<file path="config.mk">
export PLATFORM = sky130hd
export DESIGN_NAME = mdm_ctrl_status
export DESIGN_NICKNAME = d
export VERILOG_FILES = /design/src/rtl/mdm_pkg.sv /design/src/rtl/mdm_sync.sv /design/src/rtl/mdm_ctrl_reg.sv /design/src/rtl/mdm_status.sv /design/src/rtl/mdm_ctrl_status.sv
export SDC_FILE = /design/constraint.sdc
export NUM_CORES = 1
export LEC_CHECK = 0
export BUFFER_PORTS_ARGS = -buffer_cell sky130_fd_sc_hd__buf_2
export CORE_MARGIN = 8
export CORE_UTILIZATION = 45
export DETAILED_ROUTE_END_ITERATION = 12
export GPL_TIMING_DRIVEN = 1
export PLACE_DENSITY = 0.73
export SETUP_SLACK_MARGIN = 0.05
export SLEW_MARGIN = 20
export SYNTH_ARGS = -nofsm -noshare
export SYNTH_HDL_FRONTEND = slang
export SYNTH_SLANG_ARGS = --single-unit
</file>
<file path="constraint.sdc">
create_clock -name clk -period 2.6 [get_ports clk]
set_clock_uncertainty 0.05 [all_clocks]
set_input_delay 0.13 -clock clk [delete_from_list [all_inputs] [get_ports clk]]
set_output_delay 0.13 -clock clk [all_outputs]
set_load 0.02 [all_outputs]
</file>
<file path="src/rtl/mdm_pkg.sv">
package mdm_pkg;
    localparam int DATA_W   = 8;
    localparam int N_LINES  = 4;
    localparam int CTRL_W   = 5;

    // control bit positions (software visible)
    localparam int C_DTR  = 0;
    localparam int C_RTS  = 1;
    localparam int C_OUT1 = 2;
    localparam int C_OUT2 = 3;
    localparam int C_LOOP = 4;

    // line index inside the 4-bit level / delta vectors
    localparam int L_CTS = 0;
    localparam int L_DSR = 1;
    localparam int L_RI  = 2;
    localparam int L_DCD = 3;

    localparam logic [DATA_W-1:0] CTRL_MASK = DATA_W'((1 << CTRL_W) - 1);
endpackage

</file>
<file path="src/rtl/mdm_sync.sv">
module mdm_sync #(
    parameter int WIDTH  = 4,
    parameter int STAGES = 2,
    parameter logic [WIDTH-1:0] RST_VAL = '1
) (
    input  logic             clk,
    input  logic             rst_n,
    input  logic [WIDTH-1:0] async_in,
    output logic [WIDTH-1:0] sync_out
);
    logic [WIDTH-1:0] stg_q [STAGES];
    logic [WIDTH-1:0] stg_d [STAGES];

    always_comb begin
        stg_d[0] = async_in;
        for (int i = 1; i < STAGES; i++) begin
            stg_d[i] = stg_q[i-1];
        end
    end

    generate
        for (genvar g = 0; g < STAGES; g++) begin : g_stage
            always_ff @(posedge clk or negedge rst_n) begin
                if (!rst_n) stg_q[g] <= RST_VAL;
                else        stg_q[g] <= stg_d[g];
            end
        end
    endgenerate

    assign sync_out = stg_q[STAGES-1];
endmodule

</file>
<file path="src/rtl/mdm_ctrl_reg.sv">
module mdm_ctrl_reg
    import mdm_pkg::*;
(
    input  logic              clk,
    input  logic              rst_n,
    input  logic              wr_ctrl,
    input  logic [DATA_W-1:0] wdata,
    output logic [DATA_W-1:0] ctrl,
    output logic              dtr_n,
    output logic              rts_n
);
    typedef struct packed {
        logic [DATA_W-1:0] value;
    } ctrl_state_t;

    ctrl_state_t st_d, st_q;

    always_comb begin
        st_d = st_q;
        if (wr_ctrl) st_d.value = wdata & CTRL_MASK;
    end

    always_ff @(posedge clk or negedge rst_n) begin
        if (!rst_n) st_q <= '0;
        else        st_q <= st_d;
    end

    assign ctrl = st_q.value;

    // in loopback the handshake pins are parked inactive
    always_comb begin
        if (st_q.value[C_LOOP]) begin
            dtr_n = 1'b1;
            rts_n = 1'b1;
        end else begin
            dtr_n = ~st_q.value[C_DTR];
            rts_n = ~st_q.value[C_RTS];
        end
    end
endmodule

</file>
<file path="src/rtl/mdm_status.sv">
module mdm_status
    import mdm_pkg::*;
(
    input  logic               clk,
    input  logic               rst_n,
    input  logic [N_LINES-1:0] ext_pin_n,
    input  logic [DATA_W-1:0]  ctrl,
    input  logic               rd_clear,
    output logic [DATA_W-1:0]  status,
    output logic [N_LINES-1:0] delta,
    output logic [N_LINES-1:0] evt
);
    typedef struct packed {
        logic [N_LINES-1:0] prev;
        logic [N_LINES-1:0] delta;
    } stat_state_t;

    stat_state_t st_d, st_q;
    logic [N_LINES-1:0] act;
    logic [N_LINES-1:0] loop_act;

    always_comb begin
        loop_act        = '0;
        loop_act[L_CTS] = ctrl[C_RTS];
        loop_act[L_DSR] = ctrl[C_DTR];
        loop_act[L_RI]  = ctrl[C_OUT1];
        loop_act[L_DCD] = ctrl[C_OUT2];
        act = ctrl[C_LOOP] ? loop_act : ~ext_pin_n;
    end

    always_comb begin
        evt        = act ^ st_q.prev;
        // ring flag only on the trailing edge (active -> inactive)
        evt[L_RI]  = st_q.prev[L_RI] & ~act[L_RI];
        st_d.prev  = act;
        st_d.delta = (rd_clear ? '0 : st_q.delta) | evt;
    end

    always_ff @(posedge clk or negedge rst_n) begin
        if (!rst_n) st_q <= '0;
        else        st_q <= st_d;
    end

    assign delta  = st_q.delta;
    assign status = {act, st_q.delta};
endmodule

</file>
<file path="src/rtl/mdm_ctrl_status.sv">
module mdm_ctrl_status
    import mdm_pkg::*;
#(
    parameter int SYNC_STAGES = 2,
    parameter int PRIO_W      = 3,
    parameter int PRIO_LEVEL  = 4
) (
    input  logic              clk,
    input  logic              rst_n,
    input  logic              sel_status,
    input  logic              wr_en,
    input  logic              rd_en,
    input  logic [DATA_W-1:0] wdata,
    output logic [DATA_W-1:0] rdata,
    input  logic              msi_en,
    input  logic              cts_n,
    input  logic              dsr_n,
    input  logic              ri_n,
    input  logic              dcd_n,
    output logic              dtr_n,
    output logic              rts_n,
    output logic              irq_req,
    output logic              irq_ext,
    output logic [PRIO_W-1:0] irq_prio
);
    logic [DATA_W-1:0]  ctrl_bits;
    logic [DATA_W-1:0]  status_bits;
    logic [N_LINES-1:0] delta_bits;
    logic [N_LINES-1:0] evt_bits;
    logic [N_LINES-1:0] pins_raw;
    logic [N_LINES-1:0] pins_sync;

    always_comb begin
        pins_raw        = '1;
        pins_raw[L_CTS] = cts_n;
        pins_raw[L_DSR] = dsr_n;
        pins_raw[L_RI]  = ri_n;
        pins_raw[L_DCD] = dcd_n;
    end

    mdm_sync #(.WIDTH(N_LINES), .STAGES(SYNC_STAGES), .RST_VAL('1)) u_sync (
        .clk(clk), .rst_n(rst_n), .async_in(pins_raw), .sync_out(pins_sync)
    );

    mdm_ctrl_reg u_ctrl (
        .clk(clk), .rst_n(rst_n), .wr_ctrl(wr_en & ~sel_status), .wdata(wdata),
        .ctrl(ctrl_bits), .dtr_n(dtr_n), .rts_n(rts_n)
    );

    mdm_status u_stat (
        .clk(clk), .rst_n(rst_n), .ext_pin_n(pins_sync), .ctrl(ctrl_bits),
        .rd_clear(rd_en & sel_status), .status(status_bits),
        .delta(delta_bits), .evt(evt_bits)
    );

    always_comb begin
        rdata    = sel_status ? status_bits : ctrl_bits;
        irq_req  = msi_en & (|delta_bits);
        irq_ext  = irq_req & ctrl_bits[C_OUT2];
        irq_prio = irq_req ? PRIO_W'(PRIO_LEVEL) : '0;
    end
endmodule

</file>
==> metrics.cfg, run 1 <==
[detailed_routing]
first_pass_iters = 2
drtIter0Drc = 14
drc = 0
vias = 656
wire_per_inst_um = 12.4
viasPerCell = 4.59
ant_nets = 0
wl_um = 1770

[clock_tree]
ctsResizeCount = 0
cts_buffers = 3
h-tree-depth = 1
clock-sinks = 21
clkTransAtPathRegs_ns = 0.11
clockBufferDepth = 2
insertion_delay_ns = 0.29
clock-root-buffer = clkbuf_4
tritoncts = done

[pwr]
intPower_uw = 524
swShare_pct = 29.9
seqPwrFrac_pct = 54.6
switchingPower_uw = 224
power.density_mw_per_mm2 = 647
ir_drop_mv = 0.453
p_leak_uw = 0.000549
clkPwrFrac_pct = 19.8
share_comb_of_total_power_pct = 25.6

[yosys]
ys_seq_area_share_pct = 58.3
ys_ff_latch = 21
syn_inst = 82
synth_cell_types = 26
yosys.area.top_type = dfrtp_1
synth_top_area_share_pct = 35.4
ys_warn_count = 0
avgSynthCellArea_um2 = 11.2
ys_top_cells_by_area = dfrtp_1 (35%), dfstp_2 (23%), mux2_2 (4.9%), and2_1 (4.1%), o21ai_0 (3.8%)
syn_area_um2 = 918

[flow_run]
drv_cap = 0

[floorplanning]
ios = 33
start_util_pct = 47.3
die_x_um = 61.2
die_area_mm2 = 0.00374
rows = 16
core_mm2 = 0.00194
die_h_um = 61.2

[grt]
antenna_found_initial = 0
grt_max_degree = 22
use_met2_pct = 17.0
met1_usage_pct = 12.8
grt_usage_pct = 10.6
grt_pass1_wl_um = 3000
top_usage_layer = met2
grt_pass1_vias = 702
grt_use_met3_pct = 2.92
grt-ovfl-total = 0

[placed_design]
placed_cell_area_mm2 = 0.00105
hpwl_um = 1330
numPortBuffers = 27
gp_congestion = 0.733

[timing]
finalCritPeriodShare_pct = 67.5
tightest_slew_ns = 0.567
slew_headroom_pct = 62.1
setup_viol = 0
timing.final.crit_period_ns = 1.75
tns_ns = 0
fmaxAchievable_ghz = 0.570
rsz0062_at_grt = no
report.final.slew_viol_count = 0
final-hold-violation-count = 0

[critical_path]
cpPeakStageDelay_ns = 0.57
crit_chain = nor2b_4 -> nor2_1 -> mux2_2 -> buf_2
slowest_stage = dfrtp_1
critPathRequiredTime_ns = 2.42
critical_path.top_delay_family = flip-flops
path_buf_inv = 1
end_kind = primary output
r2r_slack_ns = 1.19
start_kind = register
cp_max_fo = 11
cp.arrival_ns = 1.57
critPathKind = register to primary output

[min_path]
min_path_type = input pin to register

[final_layout]
final_nets = 135
area_growth_pct = 25.7
final_area_mm2 = 0.00115
final_util_pct = 59.5
n_antenna_cell = 0
n_fill_cell = 181
drive_above_1_share_pct = 38.8

[status]
outcome = finished, final reports clean

-- cells in the mapped netlist --
library cell  number
and3_1             1
mux2_2             4
buf_2              1
nor2b_4            2
or3b_1             2
clkbuf_1           1
mux2i_1            1
o21ai_0            7
or2b_1             1
conb_1             1
nand2b_1           3
o41a_1             1
nand2_1            9
a21o_1             1
nor3_1             2
nor2b_1            2
buf_6              1
buf_4              3
dfstp_2            8
o21ai_1            2
inv_1              5
and2_1             6
and2b_4            1
nor2_1             2
dfrtp_1           13
nand3_1            2
-- final cells by class --
class / instances / area [um^2] / area share [%]
inverters: 5 / 18.8 / 1.63
well taps: 27 / 33.8 / 2.93
clock buffers: 4 / 26.3 / 2.28
flip-flops and latches: 21 / 536 / 46.4
repair buffers: 35 / 215 / 18.6
multi-input cells: 51 / 325 / 28.2
-- metal layers --
| metal | up-vias | wire, um |
|---|---|---|
| li1 | 328 | - |
| met1 | 306 | 793 |
| met2 | 18 | 849 |
| met3 | 4 | 105 |
| met4 | 0 | 24 |
| met5 | - | 0 |
-- state kept, by name, indices dropped and copies added (netlist names) --
name,flops
u_sync.stg_d,4
u_stat.st_q,4
u_sync.sync_out,4
u_stat.delta,4
u_ctrl.ctrl,5
-- metrics by stage --
step	hold slack, ns	setup slack (ns)	std cells	power (uW)
6_report	0.00943	0.845	143	747
5_1_grt	0.000357	0.742	143	801
4_1_cts	0.00321	0.833	143	760
3_5_place_dp	0.0548	1.17	131	599
3_3_place_gp	0.0502	1.21	131	593
2_1_floorplan	-0.216	1.26	83	543
-- path summary, 6_finish.rpt --
path / to / cells after the start / startpoint
min in group asynchronous: u_ctrl.ctrl[0] / 2 / rst_n
worst max-delay path: rdata[4] / 4 / u_ctrl.ctrl[4]
worst max register to register: u_stat.delta[3] / 3 / u_ctrl.ctrl[4]
max in group asynchronous: u_sync.sync_out[2] / 2 / rst_n
worst min-delay path: u_ctrl.ctrl[3] / 2 / wdata[3]
worst min register to register: u_sync.sync_out[1] / 0 / u_sync.stg_d[1]
-- repair_timing --
action / CTS / global route
hold buffers: 8 / 0
hold endpoints to repair: 20 / 0
setup buffers: 0 / 0
-- power by group through the flow --
stage	clock network, uW	logic [uW]	registers [uW]
floorplan	0	142	400
global placement	0	181	412
detailed placement	0	184	415
CTS	157	195	409
global route	171	213	416
finish	148	191	408
-- cell usage in the layout (no fill, tap or decap), drive strengths merged, types with 3 or more instances in the layout --
cell	n
inv	5
clkbuf	4
mux2	4
nor2b	4
buf	27
dfrtp	13
dlygate4sd3	8
o21ai	9
and2	6
nand2b	3
dfstp	8
nand2	9
-- cells by family (layout without fill, tap and decap cells) --
kind of cell | after synthesis | after routing | share of synthesized area [%]
DFF | 21 | 21 | 58.3
AOI/OAI and AO/OA | 11 | 11 | 6.95
other | 1 | 2 | 0.408
and+or+nand+nor | 33 | 33 | 21.7
muxes | 5 | 5 | 5.99
buffers and inverters | 11 | 44 | 6.67
(Power assumes the default switching activity.)
==> run 2: changes to the inputs <==
==> constraint.sdc (replaced) <==
create_clock -name clk -period 1.7 [get_ports clk]
set_clock_uncertainty 0.05 [all_clocks]
set_input_delay 0.085 -clock clk [delete_from_list [all_inputs] [get_ports clk]]
set_output_delay 0.085 -clock clk [all_outputs]
set_load 0.02 [all_outputs]
==> run 2 against run 1 <==
Compared with the run above: final area is 7.3% higher; sequential cell count stayed put; via count is 6.9% higher; first-iteration DRC count is 36% lower; clock-buffer cell count stayed put; sequential power is 52% higher; global-route usage is 0.85 points higher; clock power is 61% higher; critical endpoint unchanged.
==> metrics.cfg, run 2 (synthesis gave the netlist of run 1 again) <==
[floorplanning]
rows = 16  ; unchanged
core_mm2 = 0.00194  ; unchanged
die_x_um = 61.2  ; unchanged
die_h_um = 61.2  ; unchanged
die_area_mm2 = 0.00374  ; unchanged
start_util_pct = 47.3  ; unchanged
ios = 33  ; unchanged

[critical_path]
slowest_stage = dfstp_2
crit_chain = nor2b_2 -> nor2_1 -> mux2_2 -> buf_2
critPathRequiredTime_ns = 1.56  ; -0.86 ns
end_kind = primary output
critPathKind = register to primary output
critical_path.top_delay_family = flip-flops
start_kind = register
cpPeakStageDelay_ns = 0.54  ; -0.03 ns
cp.arrival_ns = 1.50  ; -0.07 ns
path_buf_inv = 1  ; unchanged
cp_max_fo = 3  ; -8

[detailed_routing]
wl_um = 2090  ; +18%
wire_per_inst_um = 13.8  ; +11%
drtIter0Drc = 9  ; -5
ant_nets = 0  ; unchanged
viasPerCell = 4.61  ; +0.53%
drc = 0  ; unchanged
vias = 701  ; +6.9%
first_pass_iters = 4  ; +2

[placed_design]
placed_cell_area_mm2 = 0.00106  ; +0.72%
numPortBuffers = 27  ; unchanged
hpwl_um = 1370  ; +3.2%
gp_congestion = 0.753  ; +2.7%

[timing]
rsz0062_at_grt = yes
setup_viol = 0  ; unchanged
timing.final.crit_period_ns = 1.63
tns_ns = 0  ; unchanged
finalCritPeriodShare_pct = 96.0
final-hold-violation-count = 0  ; unchanged
fmaxAchievable_ghz = 0.613
report.final.slew_viol_count = 0  ; unchanged

[final_layout]
n_antenna_cell = 0  ; unchanged
final_nets = 144  ; +6.7%
area_growth_pct = 34.9
layout_common_cells = buf_2 (26), dfrtp_1 (12), dlygate4sd3_1 (10)
final_common_cell = buf_2
final_area_mm2 = 0.00124  ; +7.3%
drive_above_1_share_pct = 44.0  ; +5.2 points
largest_register_ffs = 5  ; unchanged
final_util_pct = 63.8  ; +4.3 points

[grt]
grt_max_degree = 22  ; unchanged
grt_pass1_wl_um = 3190  ; +6.4%
antenna_found_initial = 0  ; unchanged
grt_pass1_vias = 733  ; +4.4%
grt-ovfl-total = 0  ; unchanged
grt_usage_pct = 11.5  ; +0.85 points

[clock_tree]
clkTransAtPathRegs_ns = 0.11  ; about the same
h-tree-depth = 1  ; unchanged
clockBufferDepth = 2  ; unchanged
cts_buffers = 3  ; unchanged
insertion_delay_ns = 0.30  ; about the same
clock-root-buffer = clkbuf_4
clock-sinks = 21  ; unchanged
tritoncts = done

[pwr]
ir_drop_mv = 0.749  ; +65%
power.density_mw_per_mm2 = 981  ; +52%
p_leak_uw = 0.000596  ; +8.6%

[flow_run]
drv_cap = 0  ; unchanged

[status]
outcome = finished, final reports clean

[min_path]
min_path_type = input pin to register

-- run 2: per-stage QoR --
stage	instances	total power, uW	hold slack, ns	setup slack (ns)
after CTS	146	1170	0.0817	0.0531
after global placement	132	909	0.00637	0.334
after global routing	152	1290	0.114	0.00702
after floorplan	83	830	-0.261	0.402
final	152	1220	0.0950	0.0675
after detailed placement	132	919	0.0156	0.302
-- run 2: final cells by class --
class / count / area (um^2)
Clock buffer: 4 / 26.3
Multi-Input combinational cell: 51 / 335
Sequential cell: 21 / 537
Tap cell: 27 / 33.8
Timing Repair Buffer: 44 / 288
Inverter: 5 / 18.8
Fill cell: 189 / 703
-- run 2: metal layers --
metal / part of all wire, % / GRT usage, %
met1: 43 / 12.7
met2: 51 / 19.6
met3: 6.1 / 3.13
met4: 0.62 / 5.98
met5: 0 / 0
-- run 2: timing repair --
item,CTS,global route
endpoints found under the hold margin,22,0
setup buffers,0,6
hold buffers,10,0
gates resized for setup,2,2
setup endpoints to repair,2,3
pin swaps,0,2
-- run 2: tightest hold or removal path: cells and delay by family --
kind	cells	cell delay [ns]
and+or+nand+nor	3	0.24
buffers and inverters	1	0.07
-- run 2: final timing paths --
kind | from | to | slack, ns | cells after the start
min reg2reg | u_sync.stg_d[2] | u_sync.sync_out[2] | 0.31 | 0
max reg2reg | u_ctrl.ctrl[4] | u_stat.delta[3] | 0.41 | 3
max | u_sync.sync_out[0] | rdata[4] | 0.07 | 4
min | rd_en | u_stat.delta[1] | 0.09 | 4
max in group asynchronous | rst_n | u_sync.sync_out[0] | 1.04 | 2
min in group asynchronous | rst_n | u_stat.delta[3] | 0.21 | 2
-- run 2: where the power goes --
group	switching (uW)	leakage (uW)	internal (uW)
combinational	179	0.000349	178
sequential	47.4	0.000232	573
clock	146	0.0000150	91.3
